## src/rtl/rot_pkg.sv

```systemverilog
package rot_pkg;

  typedef enum logic [1:0] {
    SH_LSL = 2'b00,
    SH_LSR = 2'b01,
    SH_ASR = 2'b10,
    SH_ROR = 2'b11
  } shift_kind_e;

  localparam logic [2:0] CLS_REG = 3'b000;
  localparam logic [2:0] CLS_IMM = 3'b001;
  localparam logic [3:0] OPC_MOVE     = 4'b1101;
  localparam logic [3:0] OPC_MOVE_INV = 4'b1111;

endpackage

```

## src/rtl/rot_decode.sv

```systemverilog
module rot_decode
  import rot_pkg::*;
#(
  parameter int IMM_W = 9,
  parameter int AMT_W = 5,
  parameter int REG_W = 5
) (
  input  logic [31:0]      instr,
  output logic             is_imm,
  output logic             is_valid,
  output logic             amt_from_reg,
  output shift_kind_e      kind,
  output logic [AMT_W-1:0] amt_field,
  output logic [IMM_W-1:0] imm_field,
  output logic             flags_upd,
  output logic             is_cmov,
  output logic [REG_W-1:0] cond_field
);

  logic [2:0] cls;
  logic [3:0] opc;
  logic       is_reg;
  logic [4:0] unused_rd;

  assign cls       = instr[31:29];
  assign opc       = instr[28:25];
  assign unused_rd = instr[18:14];

  always_comb begin
    is_imm       = (cls == CLS_IMM);
    is_reg       = (cls == CLS_REG) && !instr[8];
    is_valid     = is_imm || is_reg;
    amt_from_reg = instr[5];
    kind         = shift_kind_e'(instr[7:6]);
    amt_field    = instr[9 +: AMT_W];
    imm_field    = instr[IMM_W-1:0];
    flags_upd    = is_valid && instr[24];
    is_cmov      = is_valid && ((opc == OPC_MOVE) || (opc == OPC_MOVE_INV));
    cond_field   = instr[19 +: REG_W];
  end

endmodule

```

## src/rtl/rot_imm_rotator.sv

```systemverilog
module rot_imm_rotator #(
  parameter int DATA_W = 32,
  parameter int IMM_W  = 9,
  parameter int AMT_W  = $clog2(DATA_W)
) (
  input  logic [IMM_W-1:0]  imm,
  input  logic [AMT_W-1:0]  amt,
  input  logic              carry_in,
  output logic [DATA_W-1:0] res,
  output logic              carry_out
);

  localparam logic [AMT_W:0] FULL = (AMT_W+1)'(DATA_W);

  logic [DATA_W-1:0] ext;
  logic [AMT_W:0]    back;

  always_comb begin
    ext       = DATA_W'(imm);
    back      = FULL - {1'b0, amt};
    res       = (ext << amt) | (ext >> back);
    carry_out = (amt == '0) ? carry_in : res[DATA_W-1];
  end

endmodule

```

## src/rtl/rot_barrel.sv

```systemverilog
module rot_barrel
  import rot_pkg::*;
#(
  parameter int DATA_W = 32,
  parameter int AMT_W  = $clog2(DATA_W)
) (
  input  logic [DATA_W-1:0] src,
  input  logic [AMT_W-1:0]  amt,
  input  shift_kind_e       kind,
  input  logic              carry_in,
  output logic [DATA_W-1:0] res,
  output logic              carry_out
);

  localparam logic [AMT_W:0] FULL = (AMT_W+1)'(DATA_W);

  logic              go_left;
  logic              fill;
  logic [DATA_W-1:0] src_rev;
  logic [DATA_W-1:0] out_rev;
  logic [DATA_W-1:0] stage [AMT_W+1];
  logic [AMT_W:0]    pick;

  assign go_left = (kind == SH_LSL);
  assign fill    = (kind == SH_ASR) ? src[DATA_W-1] : 1'b0;

  // Left shifts run through the right-shift stages on a mirrored word.
  for (genvar b = 0; b < DATA_W; b++) begin : g_mirror
    assign src_rev[b] = src[DATA_W-1-b];
    assign out_rev[b] = stage[AMT_W][DATA_W-1-b];
  end

  assign stage[0] = go_left ? src_rev : src;

  for (genvar k = 0; k < AMT_W; k++) begin : g_stage
    localparam int S = 1 << k;
    logic [DATA_W-1:0] moved;
    always_comb begin
      if (kind == SH_ROR) begin
        moved = {stage[k][S-1:0], stage[k][DATA_W-1:S]};
      end else begin
        moved = {{S{fill}}, stage[k][DATA_W-1:S]};
      end
    end
    assign stage[k+1] = amt[k] ? moved : stage[k];
  end

  always_comb begin
    res = go_left ? out_rev : stage[AMT_W];
    if (go_left) begin
      pick = FULL - {1'b0, amt};
    end else begin
      pick = {1'b0, amt} - 1'b1;
    end
    carry_out = (amt == '0) ? carry_in : src[pick[AMT_W-1:0]];
  end

endmodule

```

## src/rtl/rot_operand_shifter.sv

```systemverilog
module rot_operand_shifter
  import rot_pkg::*;
#(
  parameter int DATA_W = 32,
  parameter int IMM_W  = 9,
  parameter int REG_W  = 5
) (
  input  logic [31:0]       instr_i,
  input  logic [DATA_W-1:0] rm_val_i,
  input  logic [DATA_W-1:0] rs_val_i,
  input  logic              carry_i,
  output logic [DATA_W-1:0] operand_o,
  output logic              carry_o,
  output logic              op_valid_o,
  output logic              flags_upd_o,
  output logic              cmov_o,
  output logic [REG_W-1:0]  cmov_cond_o
);

  localparam int AMT_W = $clog2(DATA_W);

  logic              is_imm;
  logic              is_valid;
  logic              amt_from_reg;
  shift_kind_e       kind;
  logic [AMT_W-1:0]  amt_field;
  logic [IMM_W-1:0]  imm_field;
  logic [AMT_W-1:0]  reg_amt;
  logic [DATA_W-1:0] imm_res;
  logic              imm_carry;
  logic [DATA_W-1:0] sh_res;
  logic              sh_carry;
  logic [DATA_W-AMT_W-1:0] unused_rs_hi;

  assign unused_rs_hi = rs_val_i[DATA_W-1:AMT_W];

  rot_decode #(
    .IMM_W (IMM_W),
    .AMT_W (AMT_W),
    .REG_W (REG_W)
  ) u_decode (
    .instr        (instr_i),
    .is_imm       (is_imm),
    .is_valid     (is_valid),
    .amt_from_reg (amt_from_reg),
    .kind         (kind),
    .amt_field    (amt_field),
    .imm_field    (imm_field),
    .flags_upd    (flags_upd_o),
    .is_cmov      (cmov_o),
    .cond_field   (cmov_cond_o)
  );

  rot_imm_rotator #(
    .DATA_W (DATA_W),
    .IMM_W  (IMM_W),
    .AMT_W  (AMT_W)
  ) u_imm (
    .imm       (imm_field),
    .amt       (amt_field),
    .carry_in  (carry_i),
    .res       (imm_res),
    .carry_out (imm_carry)
  );

  assign reg_amt = amt_from_reg ? rs_val_i[AMT_W-1:0] : amt_field;

  rot_barrel #(
    .DATA_W (DATA_W),
    .AMT_W  (AMT_W)
  ) u_barrel (
    .src       (rm_val_i),
    .amt       (reg_amt),
    .kind      (kind),
    .carry_in  (carry_i),
    .res       (sh_res),
    .carry_out (sh_carry)
  );

  always_comb begin
    op_valid_o = is_valid;
    if (!is_valid) begin
      operand_o = '0;
      carry_o   = carry_i;
    end else if (is_imm) begin
      operand_o = imm_res;
      carry_o   = imm_carry;
    end else begin
      operand_o = sh_res;
      carry_o   = sh_carry;
    end
  end

endmodule

```

## config.mk

```make
export PLATFORM = sky130hd
export DESIGN_NAME = rot_operand_shifter
export DESIGN_NICKNAME = d
export VERILOG_FILES = /design/src/rtl/rot_pkg.sv /design/src/rtl/rot_decode.sv /design/src/rtl/rot_imm_rotator.sv /design/src/rtl/rot_barrel.sv /design/src/rtl/rot_operand_shifter.sv
export SDC_FILE = /design/constraint.sdc
export NUM_CORES = 1
export LEC_CHECK = 0
export ABC_CLOCK_PERIOD_IN_PS = 4000
export BUFFER_PORTS_ARGS = -buffer_cell sky130_fd_sc_hd__buf_4
export CORE_MARGIN = 2
export CORE_UTILIZATION = 30
export DETAILED_ROUTE_END_ITERATION = 10
export PLACE_DENSITY_LB_ADDON = 0.25
export REMOVE_ABC_BUFFERS = 1
export SLEW_MARGIN = 25
export SYNTH_ARGS = -nofsm -noshare
export SYNTH_HDL_FRONTEND = slang
export SYNTH_SLANG_ARGS = --single-unit
```

## constraint.sdc

```tcl
create_clock -name vclk -period 4
set_input_delay 0.4 -clock vclk [all_inputs]
set_output_delay 0.4 -clock vclk [all_outputs]
set_load 0.01 [all_outputs]
```

==> impl_metrics.toml, run 1 <==
[global_routing]
grt_pass1_vias = 5519
track_usage = 0.241
grt_max_degree = 36
antenna_found_initial = 0
grt_pass1_wl_um = 32200
grt-ovfl-total = 0

[timing]
fmax_ghz = 0.263
tightest_slew_ns = 0.905
slew_violations = 0
hold_ws_ns = 0.800
max_slew_margin = 0.393
hold_viol = 0
rsz0062_at_grt = "no"
period_needed_ns = 3.81
setup_slack_ns = 0.193
setup_violations = 0
layout_worst_path_cycle_share = 0.952

[floorplanning]
die_y_um = 131
start_util = 0.306
num_io_pins = 138
die_area_sq_mm = 0.0171
die_w_um = 131
fp-row-count = 46
core-area_sq_mm = 0.0158

[layout]
syn_to_final_growth_pct = 19.6
seq_cells = 0
drive_above_1_share = 0.271
regArea_sq_um = 0
post-route-util = 0.365
nFillCells = 1681
nClkBuffers = 0
final_nets = 820
final_cell_mix = "buf_4 (127), nand2_1 (80), nor2_1 (70)"
n_antenna_cell = 0
final_common_cell = "buf_4"

[placement]
io_buffers = 95
dpl_worst_slack_ns = 0.270
gp_congestion = 0.954
hpwl_um = 16800

[route]
wirelength_um = 21400
drt_iter0_markers = 787
via_per_inst = 6.52
ant_nets = 0
drc = 0
first_pass_iters = 5
vias = 6081
route.detailed.wl_per_inst_um = 22.9

[pwr]
cellPowerDensity_mw_per_mm2 = 181
power_switching_uw = 625
leakage_nw = 2.26
p_clk_frac = 0
p_seq_frac = 0
sw_frac_of_total = 0.599
combPwrFrac = 1.000
peakVddDrop_v = 0.0000736
p_int_uw = 419
p_total_mw = 1.04

[worst_hold_path]
hold_path_depth = 0
min-delay-start = "instr_i[19]"
hold_class = "in -> out"
min_to = "cmov_cond_o[0]"

[synth]
yosysSeqAreaShare = 0
synth_largest_area_cell = "mux4_2"
synth_area_sq_mm = 0.00482
avgSynthCellArea_sq_um = 7.44
synth_top_area_frac = 0.145
ys_top_cells_by_area = "mux4_2 (14%), mux2i_1 (12%), nand2_1 (6.2%), mux4_1 (5.5%), nor2_1 (5.5%)"
yosysWarningCount = 0
synth_cells = 648
synth_cell_types = 70

[setup_path]
path_max_fanout = 15
cp-end-kind = "primary output"
crit_arrival_ns = 3.41
crit_path_start_kind = "input pin"
path_class = "in -> out"
crit_required_ns = 3.60

[run]
drv_cap = 0

[run_status]
status = "finished clean"

[clock_network]
post-cts-setup-buffers = 0
==> synth_stat cells (6+ instances only) <==
library cell and count:
o221ai_1 10, buf_4 10, mux4_1 10, a221oi_1 8, o22ai_1 21, mux2i_1 57
nand4_1 7, a21oi_1 49, nand2_1 80, buf_2 11, o21ai_0 39, nor3_1 23
clkbuf_1 31, nor2_1 70, mux2_2 11, a211oi_1 17, xnor2_1 7, inv_1 11
mux4_2 31, o211ai_1 8, buf_6 6, a31oi_1 7, nand3_1 21, a22oi_1 15
==> layout make-up <==
cell class	instances	area (sq um)	share of cell area
multi-input combinational	574	4450	0.772
timing repair buffer	129	993	0.172
inverter	14	52.6	0.00912
tap	216	270	0.0469
==> critical path, cell delays in order <==
cell and delay (ns):
buf_4 0.20, mux2_2 0.38, inv_1 0.10, buf_4 0.24
mux4_1 0.23, mux2i_1 0.18, a22o_1 0.28, a221oi_1 0.58
a32oi_1 0.28, a211oi_1 0.36, buf_4 0.18
==> worst max-delay path by stage <==
stage	end	startpoint	slack (ns)	cells after the start
floorplan	carry_o	instr_i[13]	-1.33	8
global placement	operand_o[2]	instr_i[5]	0.31	11
detailed placement	operand_o[17]	instr_i[5]	0.27	12
CTS	operand_o[17]	instr_i[5]	0.26	12
global route	operand_o[0]	instr_i[5]	0.005	11
finish	operand_o[0]	instr_i[5]	0.19	11
==> metrics by stage <==
| stage | std cells | TNS (ns) | instance area, sq um |
|---|---|---|---|
| final | 933 | 0 | 5760 |
| after global routing | 933 | 0 | 5760 |
| after CTS | 933 | 0 | 5760 |
| after detailed placement | 933 | 0 | 5760 |
| after global placement | 933 | 0 | 5760 |
| after floorplan | 588 | -16.34 | 4480 |
==> per-layer routing <==
| layer | routed length (um) | part of all wire | vias up | global-route usage |
|---|---|---|---|---|
| met5 | 0 | 0 | - | 0 |
| met4 | 837 | 0.039 | 0 | 0.0795 |
| met3 | 1770 | 0.083 | 53 | 0.0187 |
| met2 | 9600 | 0.45 | 385 | 0.395 |
| met1 | 9180 | 0.43 | 2921 | 0.337 |
| li1 | - | - | 2722 | - |
==> power by group through the flow <==
stage	clock, mW	sequential (mW)	combinational (mW)
2_1_floorplan	0	0	0.624
3_3_place_gp	0	0	1.01
3_5_place_dp	0	0	1.02
4_1_cts	0	0	1.02
5_1_grt	0	0	1.11
6_report	0	0	1.04
==> repair_timing <==
action | CTS | global route
hold buffers | 0 | 0
setup endpoints to repair | 0 | 1
resized for setup | 0 | 1
==> cell families (layout without fill, tap and decap cells) <==
| group | after synthesis | count (layout) | synth area share |
|---|---|---|---|
| and+or+nand+nor | 225 | 225 | 0.210 |
| AOI/OAI and AO/OA | 219 | 219 | 0.306 |
| muxes | 117 | 117 | 0.373 |
| buffers and inverters | 74 | 143 | 0.0810 |
| xor gates and xnor gates | 9 | 9 | 0.0203 |
| adders and majority gates | 4 | 4 | 0.0104 |
Power figures use the tool's default switching activity.
==> run 2, diff against run 1 <==
- CORE_ASPECT_RATIO: unset -> 0.75
- TNS_END_PERCENT: unset -> 10
==> run 2 against run 1 <==
Hold slack is the same. Worst setup slack better by 0.023 ns. First-iteration DRC count rose by 17%. Utilization is 0.14 points higher. Cell area up 1.0%. Critical path type unchanged.
==> impl_metrics.toml, run 2 (synthesized netlist as in run 1, its figures left out) <==
[setup_path]
slowest_delay_ns = 0.46
crit_start = "instr_i[5]"
path_max_fanout = 23
path_cells = "buf_4 > mux2_2 > buf_4 > mux4_2 > mux2i_1 > o22ai_1 > nor3_1 > nand2_1 > a31oi_1 > a211oi_1 > buf_4"
path_common_cell = "buf_4"
crit_arrival_ns = 3.38
crit_path_start_kind = "input pin"
cp-end-kind = "primary output"
cp_slowest_cell = "mux2i_1"
path_class = "in -> out"
crit_required_ns = 3.60

[floorplanning]
die_area_sq_mm = 0.0171
fp-row-count = 40
die_w_um = 150
die_y_um = 114
num_io_pins = 138
start_util = 0.304
core-area_sq_mm = 0.0159

[pwr]
p_int_uw = 430
power_switching_uw = 620
cellPowerDensity_mw_per_mm2 = 180
peakVddDrop_v = 0.0000504
p_total_mw = 1.05
p_seq_frac = 0
combPwrFrac = 1.000
sw_frac_of_total = 0.591
leakage_nw = 2.30
p_clk_frac = 0

[timing]
layout_worst_path_cycle_share = 0.946
slew_violations = 0
tightest_slew_ns = 0.886
fmax_ghz = 0.264
max_slew_margin = 0.407
hold_viol = 0
setup-tns-final_ns = 0
rsz0062_at_grt = "no"
setup_violations = 0
period_needed_ns = 3.78

[layout]
syn_to_final_growth_pct = 20.8
final_cell_mix = "buf_4 (131), nand2_1 (80), nor2_1 (70)"
final_nets = 826
final_common_cell = "buf_4"
nFillCells = 1689
n_antenna_cell = 0
nClkBuffers = 0
seq_cells = 0
post-route-util = 0.367
stdcell_count = 933
final_cell_area_sq_mm = 0.00582
regArea_sq_um = 0
drive_above_1_share = 0.275
multi_input_area_sq_mm = 0.00444

[placement]
hpwl_um = 17000
place_inst = 932
gp_congestion = 0.920
placed_cell_area_sq_mm = 0.00581
io_buffers = 95

[global_routing]
antenna_found_initial = 0
track_usage = 0.241
grt-ovfl-total = 0
grt_pass1_wl_um = 32700
grt_pass1_vias = 5639
grt_max_degree = 28

[route]
route.detailed.wl_per_inst_um = 22.8
highest_layer = "met4"
wl_met3_um = 2500
wirelength_um = 21300
vias = 6082
ant_nets = 0
via_per_inst = 6.52
drt_iter0_markers = 918
first_pass_iters = 6
wl_met2_um = 8850
drc = 0
wirelength_met1_um = 9740

[worst_hold_path]
hold_path_depth = 0
hold_class = "in -> out"
min-delay-start = "instr_i[19]"
min_to = "cmov_cond_o[0]"

[run]
drv_cap = 0

[clock_network]
cts_resized = 0
post-cts-setup-buffers = 0
postCtsHoldBufs = 0

[run_status]
status = "finished clean"
run 2: power by group through the flow:
| stage | logic [mW] | registers, mW | clock network (mW) |
|---|---|---|---|
| 3_5_place_dp | 1.02 | 0 | 0 |
| 3_3_place_gp | 1.01 | 0 | 0 |
| 6_report | 1.05 | 0 | 0 |
| 4_1_cts | 1.02 | 0 | 0 |
| 2_1_floorplan | 0.624 | 0 | 0 |
| 5_1_grt | 1.12 | 0 | 0 |
run 2: layout make-up:
| class | count | share of cell area |
|---|---|---|
| Inverter | 14 | 0.00903 |
| Multi-Input combinational cell | 574 | 0.763 |
| Tap cell | 210 | 0.0451 |
| Timing Repair Buffer | 135 | 0.183 |
run 2: how the worst max path moves through the flow:
stage | end | slack [ns]
2_1_floorplan | carry_o | -1.33
3_3_place_gp | operand_o[17] | 0.34
3_5_place_dp | operand_o[17] | 0.32
4_1_cts | operand_o[17] | 0.30
5_1_grt | operand_o[2] | 0.08
6_report | operand_o[1] | 0.22
run 2: per-layer routing:
metal | GRT usage | up-vias
met5 | 0 | -
met4 | 0.0208 | 0
met3 | 0.0436 | 12
met2 | 0.342 | 393
met1 | 0.387 | 2938
li1 | - | 2739
run 2: worst max-delay path: cells and delay by family:
family,cells,cell delay [ns]
AO/OA/AOI/OAI,3,0.56
AND/OR/NAND/NOR,2,0.55
multiplexers,3,1.23
buffers and inverters,3,0.63
run 2: stage by stage:
stage          setup WS [ns]  hold WS [ns]
4_1_cts                0.300         0.800
6_report               0.216         0.800
3_5_place_dp           0.320         0.800
5_1_grt               0.0806         0.800
2_1_floorplan          -1.33         0.800
3_3_place_gp           0.341         0.800
